[config.mk]
export PLATFORM = sky130hd
export DESIGN_NAME = refresh_fetch_seq
export DESIGN_NICKNAME = d
export VERILOG_FILES = /design/src/rtl/refresh_seq_pkg.sv /design/src/rtl/rfs_tstate_counter.sv /design/src/rtl/rfs_cycle_classifier.sv /design/src/rtl/rfs_refresh_reg.sv /design/src/rtl/refresh_fetch_seq.sv
export SDC_FILE = /design/constraint.sdc
export NUM_CORES = 1
export LEC_CHECK = 0
export BUFFER_PORTS_ARGS = -buffer_cell sky130_fd_sc_hd__buf_2
export CORE_MARGIN = 10
export CORE_UTILIZATION = 40
export CTS_CLUSTER_DIAMETER = 60
export CTS_CLUSTER_SIZE = 40
export DETAILED_ROUTE_END_ITERATION = 6
export PLACE_DENSITY_LB_ADDON = 0.05
export SLEW_MARGIN = 10
export SYNTH_ARGS = -nofsm -noshare
export SYNTH_HDL_FRONTEND = slang
export SYNTH_SLANG_ARGS = --single-unit
[constraint.sdc]
create_clock -name clk -period 1.9 [get_ports clk]
set_clock_uncertainty 0.2 [all_clocks]
set_input_delay 0.475 -clock clk [delete_from_list [all_inputs] [get_ports clk]]
set_output_delay 0.475 -clock clk [all_outputs]
set_load 0.01 [all_outputs]
[src/rtl/refresh_seq_pkg.sv]
package refresh_seq_pkg;

  localparam int LEN_W = 3;

  localparam logic [7:0] CODE_IDX_X  = 8'hDD;
  localparam logic [7:0] CODE_IDX_Y  = 8'hFD;
  localparam logic [7:0] CODE_BITOP  = 8'hCB;
  localparam logic [7:0] CODE_EXTOP  = 8'hED;

  localparam logic [LEN_W-1:0] LEN_OPFETCH = 3'd4;
  localparam logic [LEN_W-1:0] LEN_READ    = 3'd3;
  localparam logic [LEN_W-1:0] LEN_IDX_OP  = 3'd5;
  localparam logic [LEN_W-1:0] LEN_IDX_RMW = 3'd4;
  localparam logic [LEN_W-1:0] RFSH_FIRST_T = 3'd3;

  typedef enum logic [2:0] {
    PH_OPC,
    PH_OPND,
    PH_IDX_DISP,
    PH_IDX_OP,
    PH_IDX_RMW,
    PH_IDX_WB
  } phase_e;

  typedef struct packed {
    logic             is_m1;
    logic [LEN_W-1:0] len;
  } mcyc_t;

  function automatic mcyc_t mk_cyc(input logic m1, input logic [LEN_W-1:0] len);
    mcyc_t c;
    c.is_m1 = m1;
    c.len   = len;
    return c;
  endfunction

endpackage

[src/rtl/rfs_tstate_counter.sv]
module rfs_tstate_counter
  import refresh_seq_pkg::*;
(
  input  logic             clk,
  input  logic             rst_n,
  input  logic [LEN_W-1:0] cyc_len,
  output logic [LEN_W-1:0] tcnt,
  output logic             cyc_last
);

  logic [LEN_W-1:0] tcnt_q;
  logic [LEN_W-1:0] tcnt_d;

  assign cyc_last = (tcnt_q == cyc_len);

  always_comb begin
    if (cyc_last) tcnt_d = LEN_W'(1);
    else          tcnt_d = tcnt_q + LEN_W'(1);
  end

  always_ff @(posedge clk or negedge rst_n) begin
    if (!rst_n) tcnt_q <= LEN_W'(1);
    else        tcnt_q <= tcnt_d;
  end

  assign tcnt = tcnt_q;

  AST_TSTATE_BOUND: assert property (@(posedge clk) disable iff (!rst_n)
    (tcnt_q != '0) && (tcnt_q <= cyc_len));

endmodule

[src/rtl/rfs_cycle_classifier.sv]
module rfs_cycle_classifier
  import refresh_seq_pkg::*;
#(
  parameter int DATA_W = 8,
  parameter int OPND_W = 2
) (
  input  logic              clk,
  input  logic              rst_n,
  input  logic              cyc_last,
  input  logic [DATA_W-1:0] fetch_byte,
  input  logic [OPND_W-1:0] opnd_cnt,
  output logic              is_m1,
  output logic [LEN_W-1:0]  cyc_len
);

  mcyc_t             cyc_q, cyc_d;
  phase_e            ph_q, ph_d;
  logic              pix_q, pix_d;
  logic              pext_q, pext_d;
  logic [OPND_W-1:0] rem_q, rem_d;
  logic              is_idx, is_bitop, is_ext, begin_instr;

  assign is_idx   = (fetch_byte == DATA_W'(CODE_IDX_X)) || (fetch_byte == DATA_W'(CODE_IDX_Y));
  assign is_bitop = (fetch_byte == DATA_W'(CODE_BITOP));
  assign is_ext   = (fetch_byte == DATA_W'(CODE_EXTOP));

  always_comb begin
    cyc_d       = cyc_q;
    ph_d        = ph_q;
    pix_d       = pix_q;
    pext_d      = pext_q;
    rem_d       = rem_q;
    begin_instr = 1'b0;
    if (cyc_last) begin
      case (ph_q)
        PH_OPC: begin
          if (pix_q && is_bitop) begin
            cyc_d = mk_cyc(1'b0, LEN_READ);
            ph_d  = PH_IDX_DISP;
          end else if (!pext_q && is_idx) begin
            cyc_d = mk_cyc(1'b1, LEN_OPFETCH);
            pix_d = 1'b1;
          end else if (!pix_q && !pext_q && (is_bitop || is_ext)) begin
            cyc_d  = mk_cyc(1'b1, LEN_OPFETCH);
            pext_d = 1'b1;
          end else if (opnd_cnt != '0) begin
            cyc_d = mk_cyc(1'b0, LEN_READ);
            ph_d  = PH_OPND;
            rem_d = opnd_cnt - OPND_W'(1);
          end else begin
            begin_instr = 1'b1;
          end
        end
        PH_OPND: begin
          if (rem_q == '0) begin
            begin_instr = 1'b1;
          end else begin
            rem_d = rem_q - OPND_W'(1);
          end
        end
        PH_IDX_DISP: begin
          cyc_d = mk_cyc(1'b0, LEN_IDX_OP);
          ph_d  = PH_IDX_OP;
        end
        PH_IDX_OP: begin
          cyc_d = mk_cyc(1'b0, LEN_IDX_RMW);
          ph_d  = PH_IDX_RMW;
        end
        PH_IDX_RMW: begin
          cyc_d = mk_cyc(1'b0, LEN_READ);
          ph_d  = PH_IDX_WB;
        end
        default: begin
          begin_instr = 1'b1;
        end
      endcase
      if (begin_instr) begin
        cyc_d  = mk_cyc(1'b1, LEN_OPFETCH);
        ph_d   = PH_OPC;
        pix_d  = 1'b0;
        pext_d = 1'b0;
        rem_d  = '0;
      end
    end
  end

  always_ff @(posedge clk or negedge rst_n) begin
    if (!rst_n) begin
      cyc_q  <= mk_cyc(1'b1, LEN_OPFETCH);
      ph_q   <= PH_OPC;
      pix_q  <= 1'b0;
      pext_q <= 1'b0;
      rem_q  <= '0;
    end else if (cyc_last) begin
      cyc_q  <= cyc_d;
      ph_q   <= ph_d;
      pix_q  <= pix_d;
      pext_q <= pext_d;
      rem_q  <= rem_d;
    end
  end

  assign is_m1   = cyc_q.is_m1;
  assign cyc_len = cyc_q.len;

  AST_KIND_STABLE: assert property (@(posedge clk) disable iff (!rst_n)
    !cyc_last |=> $stable(cyc_q));

  AST_NO_M1_RESUME: assert property (@(posedge clk) disable iff (!rst_n)
    (!cyc_q.is_m1 && cyc_last) |=> (!cyc_q.is_m1 || (ph_q == PH_OPC && !pix_q && !pext_q)));

endmodule

[src/rtl/rfs_refresh_reg.sv]
module rfs_refresh_reg #(
  parameter int CNT_W = 7
) (
  input  logic           clk,
  input  logic           rst_n,
  input  logic           step,
  input  logic           ld_en,
  input  logic [CNT_W:0] ld_val,
  output logic [CNT_W:0] rreg
);

  localparam int REG_W = CNT_W + 1;

  logic [REG_W-1:0] r_q;
  logic [REG_W-1:0] r_d;
  logic             r_en;

  assign r_en = ld_en | step;

  always_comb begin
    if (ld_en) r_d = ld_val;
    else       r_d = {r_q[REG_W-1], r_q[CNT_W-1:0] + CNT_W'(1)};
  end

  always_ff @(posedge clk or negedge rst_n) begin
    if (!rst_n)    r_q <= '0;
    else if (r_en) r_q <= r_d;
  end

  assign rreg = r_q;

  AST_TOP_BIT_KEPT: assert property (@(posedge clk) disable iff (!rst_n)
    !ld_en |=> (r_q[REG_W-1] == $past(r_q[REG_W-1])));

  AST_HOLD_NO_STEP: assert property (@(posedge clk) disable iff (!rst_n)
    (!ld_en && !step) |=> $stable(r_q));

  AST_LOAD_WINS: assert property (@(posedge clk) disable iff (!rst_n)
    ld_en |=> (r_q == $past(ld_val)));

endmodule

[src/rtl/refresh_fetch_seq.sv]
module refresh_fetch_seq
  import refresh_seq_pkg::*;
#(
  parameter int DATA_W = 8,
  parameter int CNT_W  = 7,
  parameter int OPND_W = 2,
  parameter int HI_W   = 8
) (
  input  logic                      clk,
  input  logic                      rst_n,
  input  logic [DATA_W-1:0]         fetch_byte,
  input  logic [OPND_W-1:0]         opnd_cnt,
  input  logic                      ld_en,
  input  logic [CNT_W:0]            ld_val,
  input  logic [HI_W-1:0]           ivec_hi,
  output logic                      m1_o,
  output logic                      rfsh_o,
  output logic [HI_W+CNT_W:0]       rfsh_addr_o,
  output logic [LEN_W-1:0]          tstate_o,
  output logic                      cyc_last_o,
  output logic [CNT_W:0]            rfsh_reg_o
);

  localparam int REG_W  = CNT_W + 1;
  localparam int ADDR_W = HI_W + REG_W;

  logic             is_m1;
  logic [LEN_W-1:0] cyc_len;
  logic [LEN_W-1:0] tcnt;
  logic             cyc_last;
  logic             step;
  logic [REG_W-1:0] rreg;

  rfs_tstate_counter i_tstate (
    .clk      (clk),
    .rst_n    (rst_n),
    .cyc_len  (cyc_len),
    .tcnt     (tcnt),
    .cyc_last (cyc_last)
  );

  rfs_cycle_classifier #(
    .DATA_W (DATA_W),
    .OPND_W (OPND_W)
  ) i_classify (
    .clk        (clk),
    .rst_n      (rst_n),
    .cyc_last   (cyc_last),
    .fetch_byte (fetch_byte),
    .opnd_cnt   (opnd_cnt),
    .is_m1      (is_m1),
    .cyc_len    (cyc_len)
  );

  assign step = is_m1 & cyc_last;

  rfs_refresh_reg #(
    .CNT_W (CNT_W)
  ) i_rreg (
    .clk    (clk),
    .rst_n  (rst_n),
    .step   (step),
    .ld_en  (ld_en),
    .ld_val (ld_val),
    .rreg   (rreg)
  );

  logic rfsh_win;
  assign rfsh_win = is_m1 && (tcnt >= RFSH_FIRST_T);

  assign m1_o        = is_m1;
  assign rfsh_o      = rfsh_win;
  assign rfsh_addr_o = rfsh_win ? {ivec_hi, rreg} : ADDR_W'(0);
  assign tstate_o    = tcnt;
  assign cyc_last_o  = cyc_last;
  assign rfsh_reg_o  = rreg;

  AST_M1_ENDS_T4: assert property (@(posedge clk) disable iff (!rst_n)
    (is_m1 && cyc_last) |-> (tcnt == LEN_OPFETCH));

  AST_RFSH_T3_T4: assert property (@(posedge clk) disable iff (!rst_n)
    (rfsh_win && !cyc_last) |=> (rfsh_win && cyc_last));

endmodule

* Yosys cells after proc, flatten, opt, wreduce, memory -nomap -nowiden *
Cells that the tools add are included.

cells by class
  $add $sub $neg = 4
  order comparisons = 1
  equal/unequal tests = 20
  mux-type cells = 38
  bitwise gates (word level) = 2
  reductions and logical operators = 24

operators by type and width
  operator                                                                 number
  8-bit equality test, second input constant                               4
  4-bit 2-to-1 mux                                                         5
  3-bit 2-to-1 mux                                                         6
  16-bit 2-to-1 mux                                                        1
  4-bit case mux with 4 select lines                                       1
  1-bit 2-to-1 mux                                                         15
  2-bit 2-to-1 mux                                                         6
  3-bit inequality test, second input constant                             4
  3-bit case mux with 4 select lines                                       1
  5-bit AND reduction                                                      2
  4-bit by 3-bit inequality test with 1-bit output, second input constant  2
  2-bit nonzero test                                                       4
  7-bit by 1-bit adder with 7-bit output, second input constant            1
  7-bit 2-to-1 mux                                                         1
  7-bit AND reduction                                                      1
  3-bit by 2-bit equality test with 1-bit output, second input constant    2
  6-bit by 1-bit inequality test with 1-bit output, second input constant  1
  1-bit logical AND                                                        5
  5-bit nonzero test                                                       1
  2-bit inequality test, second input constant                             2
  4-bit by 1-bit inequality test with 1-bit output, second input constant  1
  2-bit case mux with 2 select lines                                       1
  4-bit AND reduction                                                      1
  2-bit by 1-bit subtractor with 2-bit output, second input constant       2
  17 further kinds                                                         19

word-level totals
  register bits after elaboration = 22
  input port bits = 29
  logic and storage cells = 98

* Logic depth before layout (Yosys ltp) *
  depth after elaboration = 10
  depth in mapped cells = 8
  mapped depth without buffers = 7

* Cells and area by module *
A second synthesis with hierarchy kept.

unflattened totals
  cell total of the unflattened synthesis = 157
  area, all modules = 1427.6 um^2

modules (own cells, without submodules)
  module                instances  cells an instance  area each (um^2)
  rfs_cycle_classifier  1          82                 703.2
  rfs_refresh_reg       1          42                 419.2
  rfs_tstate_counter    1          12                 153.9
  refresh_fetch_seq     1          21                 151.4

* Worst setup path after synthesis *
No wires, ideal clock.

  path kind = register -> output
  start = register i_tstate.tcnt_q[0], in the netlist i_tstate.tcnt[0]
  end = output rfsh_addr_o[10]
  data arrival time = 1.647 ns
  required time = 1.225 ns
  path slack = -0.422 ns
  cell stages (with the launch flop) = 7
  cell sequence = dfstp_2 -> ha_1 -> ha_1 -> a211oi_1 -> nor2b_1 -> clkbuf_1 -> and2_1

on the way
  longest elaborated chain between the ends = 3

RTL lines
  element                                         line                      source
  from (decl)                                     rfs_tstate_counter.sv:11  logic [LEN_W-1:0] tcnt_q;
  from (signal assigned)                          rfs_tstate_counter.sv:23  else tcnt_q <= tcnt_d;
  3-bit by 2-bit >= comparator with 1-bit output  refresh_fetch_seq.sv:69   assign rfsh_win = is_m1 && (tcnt >= RFSH_FIRST_T);
  1-bit logical AND                               refresh_fetch_seq.sv:69
  net rfsh_o                                      refresh_fetch_seq.sv:17   output logic rfsh_o,
  16-bit 2-to-1 mux                               refresh_fetch_seq.sv:73   assign rfsh_addr_o = rfsh_win ? {ivec_hi, rreg} : ADDR_W'(0);
  to (decl)                                       refresh_fetch_seq.sv:18   output logic [HI_W+CNT_W:0] rfsh_addr_o,

The timed path passes the listed nets, and every way through them passes these cells.

* Worst setup path after layout *
  start = register i_tstate.tcnt_q[1], in the netlist i_tstate.tcnt[1]
  end = output rfsh_addr_o[0]

on the way
  longest elaborated chain between the ends = 3

RTL lines
  element                                         line
  3-bit by 2-bit >= comparator with 1-bit output  refresh_fetch_seq.sv:69
  1-bit logical AND                               refresh_fetch_seq.sv:69
  16-bit 2-to-1 mux                               refresh_fetch_seq.sv:73

Every way passes these cells.

==> reports/qor.txt <==
Critical path's slowest cell -> dfrtp_2
Worst R2R Path Depth -> 8
Syn_nets -> 200
Yosys reg bits -> 22
Setup CP Type -> register to output port
Seq/Total Area, Yosys -> 36.98%
Fmax -> 415.7 MHz
Synth async-reset ratio -> 100.0%
Pleak -> 1.143 nW
CTS Root Cell -> clkbuf_8
Cell count after synthesis -> 168
Top cells by area, synth -> dfrtp_1 (32%), and2_1 (7.1%), dfstp_2 (5.3%)
Die height -> 81.22 um
Hold path depth -> 3
H-tree depth -> 1
Row count -> 22
Drt pass-1 iters -> 4
Post-synth EDFFs -> 0
Fin area -> 0.002445 sq mm
Placed cell areas -> 0.002064 sq mm
Top cell type's share of synthesized area -> 31.72%
Outcome -> complete, but fails checks
# IOs -> 59
Placeable Area -> 0.003633 sq mm
CTS Sinks -> 22
Initial antenna violation count -> 0
Count leader, synth -> dfrtp_1
Pins over their slew limit -> 0
Number of DRC violations after detailed routing -> 0
Hold Fails Final Rpt -> 0
Failing checks -> negative setup slack
Endpoint type of the worst setup path -> output port
Final worst-path cycle share -> 126.6%
Reg clk slew, reported paths -> 80 ps
Area growth syn-to-layout -> 63.10%
Clk_lat worst skew -> 260 ps
Vias in the first global route -> 1546
Crit-path most repeated cell -> ha_4
Distinct cells, synth -> 48
Longest Clk Path Bufs -> 2
RSZ-0062 raised after global routing -> true
CTS tree -> yes
Die width -> 81.22 um
Syn Std Cell Area -> 0.001499 sq mm
Share of cells above drive strength 1 -> 55.91%
Avg WL per Cell -> 15.18 um
Vias -> 1548
PortBufs -> 58
Gr ovfl total -> 0
Power after layout -> 3.883 mW
Ys flop type -> dfrtp_1
GP Congestion -> 0.8376
# nets final -> 287
Post-detail-place hpwl -> 3419 um
Fin worst setup slack -> -505.5 ps
Minimum clock period -> 2405 ps
Worst-path maximum fanout -> 17
Max_cap viols -> 0
First-pass GRT wire length -> 7217 um
Initial Util -> 41.25%
Worst Path Arrival -> 1730 ps
Commonest cells post-synth -> dfrtp_1 (19), and2_1 (17), nand2_1 (17), o21ai_0 (15), nor2_1 (13)
VDD IR max -> 0.6219 mV
Final setup viols -> 37
Slew margin rel. -> 66.90%
GRT Util Overall -> 13.38%
Cts bufs inserted -> 3
Tightest Hold Check Type -> input port to register
Final WL -> 4583 um
Die area -> 0.006596 sq mm
DRT antenna net count -> 0
Synth Warn # -> 0
Critical Path Source Type -> register
Worst EP required -> 1220 ps
N_diodes -> 0
CP cell instances -> ha_4 > ha_4 > a211oi_4 > nor2b_4 > buf_12 > and2_1 > buf_2
Via-per-instance ratio -> 5.126
Number of DRC markers in iteration 0 -> 51
Worst slew pin tran -> 496.5 ps
Mean Syn Cell Area -> 8.922 sq um
Synth area leader -> dfrtp_1
Maximum number of pins on one net before global-route repair -> 23
Largest stage delay, worst path -> 440 ps
Power per cell area -> 1588 mW/mm^2
## metal layers
layer	up-vias	part of all wire [%]	global-route usage, %
met1	730	45	16.86
met4	0	0.48	3.633
met2	53	48	22.61
met3	2	6.7	2.759
met5	-	0	0
li1	763	-	-
## critical path: cells and delay by family, from the launching register on
kind / cells / cell delay, ps
compound gates: 1 / 200
fa+ha+maj: 2 / 320
buf+inv: 2 / 280
flops: 1 / 440
simple gates: 2 / 220
## placed cells by master, fill, tap and decap left out, types with 2 or more instances in the layout
master / n
buf_2: 48
o31ai_1: 2
nor3_4: 2
nor2_4: 2
dfstp_2: 3
o21ai_1: 9
a21oi_1: 3
o21ai_0: 4
nor2b_4: 2
clkbuf_8: 4
a22o_1: 3
inv_1: 4
a22oi_1: 2
and2_4: 10
dfrtp_1: 18
nand4_1: 4
o21ai_2: 3
mux2i_1: 2
nand3_1: 2
ha_4: 2
and3_4: 2
nor2b_1: 3
and2_1: 7
buf_8: 2
buf_6: 19
nor3_1: 3
nor2_1: 10
xor2_1: 4
a21oi_2: 3
buf_4: 19
xnor2_1: 4
nand2_1: 17
nand4b_1: 2
## cell families (layout without fill, tap and decap cells)
| kind of cell | after synthesis | in the layout | synth area share [%] |
|---|---|---|---|
| AND/OR/NAND/NOR | 75 | 75 | 27.13 |
| AO/OA/AOI/OAI | 42 | 42 | 20.45 |
| flip-flops | 22 | 22 | 36.98 |
| buffers and inverters | 13 | 99 | 5.007 |
| XOR/XNOR | 10 | 10 | 5.843 |
| adder cells (fa/ha/maj) | 3 | 3 | 2.504 |
| multiplexers | 3 | 3 | 2.087 |
## cell type report
cell class	count	area (sq um)
multi-input cells	133	1094
inverters	5	23.77
fillers	298	1189
repair buffers	90	656.9
clock buffers	4	55.05
well taps	48	60.06
flip-flops and latches	22	555.5
## power breakdown
group | switching (mW) | leakage, nW | internal [mW] | total (mW)
Combinational | 1.25 | 0.848 | 1.49 | 2.74
Sequential | 0.156 | 0.267 | 0.647 | 0.803
Clock | 0.155 | 0.0288 | 0.185 | 0.340
## through the flow
stage                     hold slack [ps]  utilization [%]  setup TNS, ps  cells  setup slack, ps
after detailed placement            269.0            56.82         -11300    288           -439.7
final                               214.6            67.29         -11650    302           -505.5
after floorplan                    -20.59                -          -3150    168           -211.2
after global placement              269.1            56.82          -9215    288           -339.6
after CTS                           219.6            65.56         -11640    301           -487.5
after global routing                237.0            67.29         -13970    302           -573.6
## worst paths after layout
check / startpoint / to / slack [ps]
max: i_tstate.tcnt[1] / rfsh_addr_o[0] / -510
min: ld_val[5] / i_rreg.rreg[5] / 210
max reg2reg: i_tstate.tcnt[0] / i_classify.pext_q / -270
min reg2reg: i_classify.cyc_len[2] / i_classify.cyc_len[2] / 330
max in group asynchronous: rst_n / i_tstate.tcnt[1] / 640
min in group asynchronous: rst_n / i_tstate.tcnt[1] / 510
## what timing repair did
action / 4_1_cts / 5_1_grt
buffers inserted: 8 / 3
resized for setup: 42 / 15
pin swaps: 18 / 9
hold buffers: 1 / 0
hold endpoints to repair: 19 / 0
setup endpoints to repair: 35 / 38
## state kept, by name (all words and copies together) (netlist names)
register and flops:
i_classify.pix_q 1, i_classify.is_m1 1, i_tstate.tcnt 3, i_classify.rem_q 2, i_classify.pext_q 1, i_classify.ph_q 3, i_rreg.rreg 8, i_classify.cyc_len 3
(Power assumes the default switching activity.)
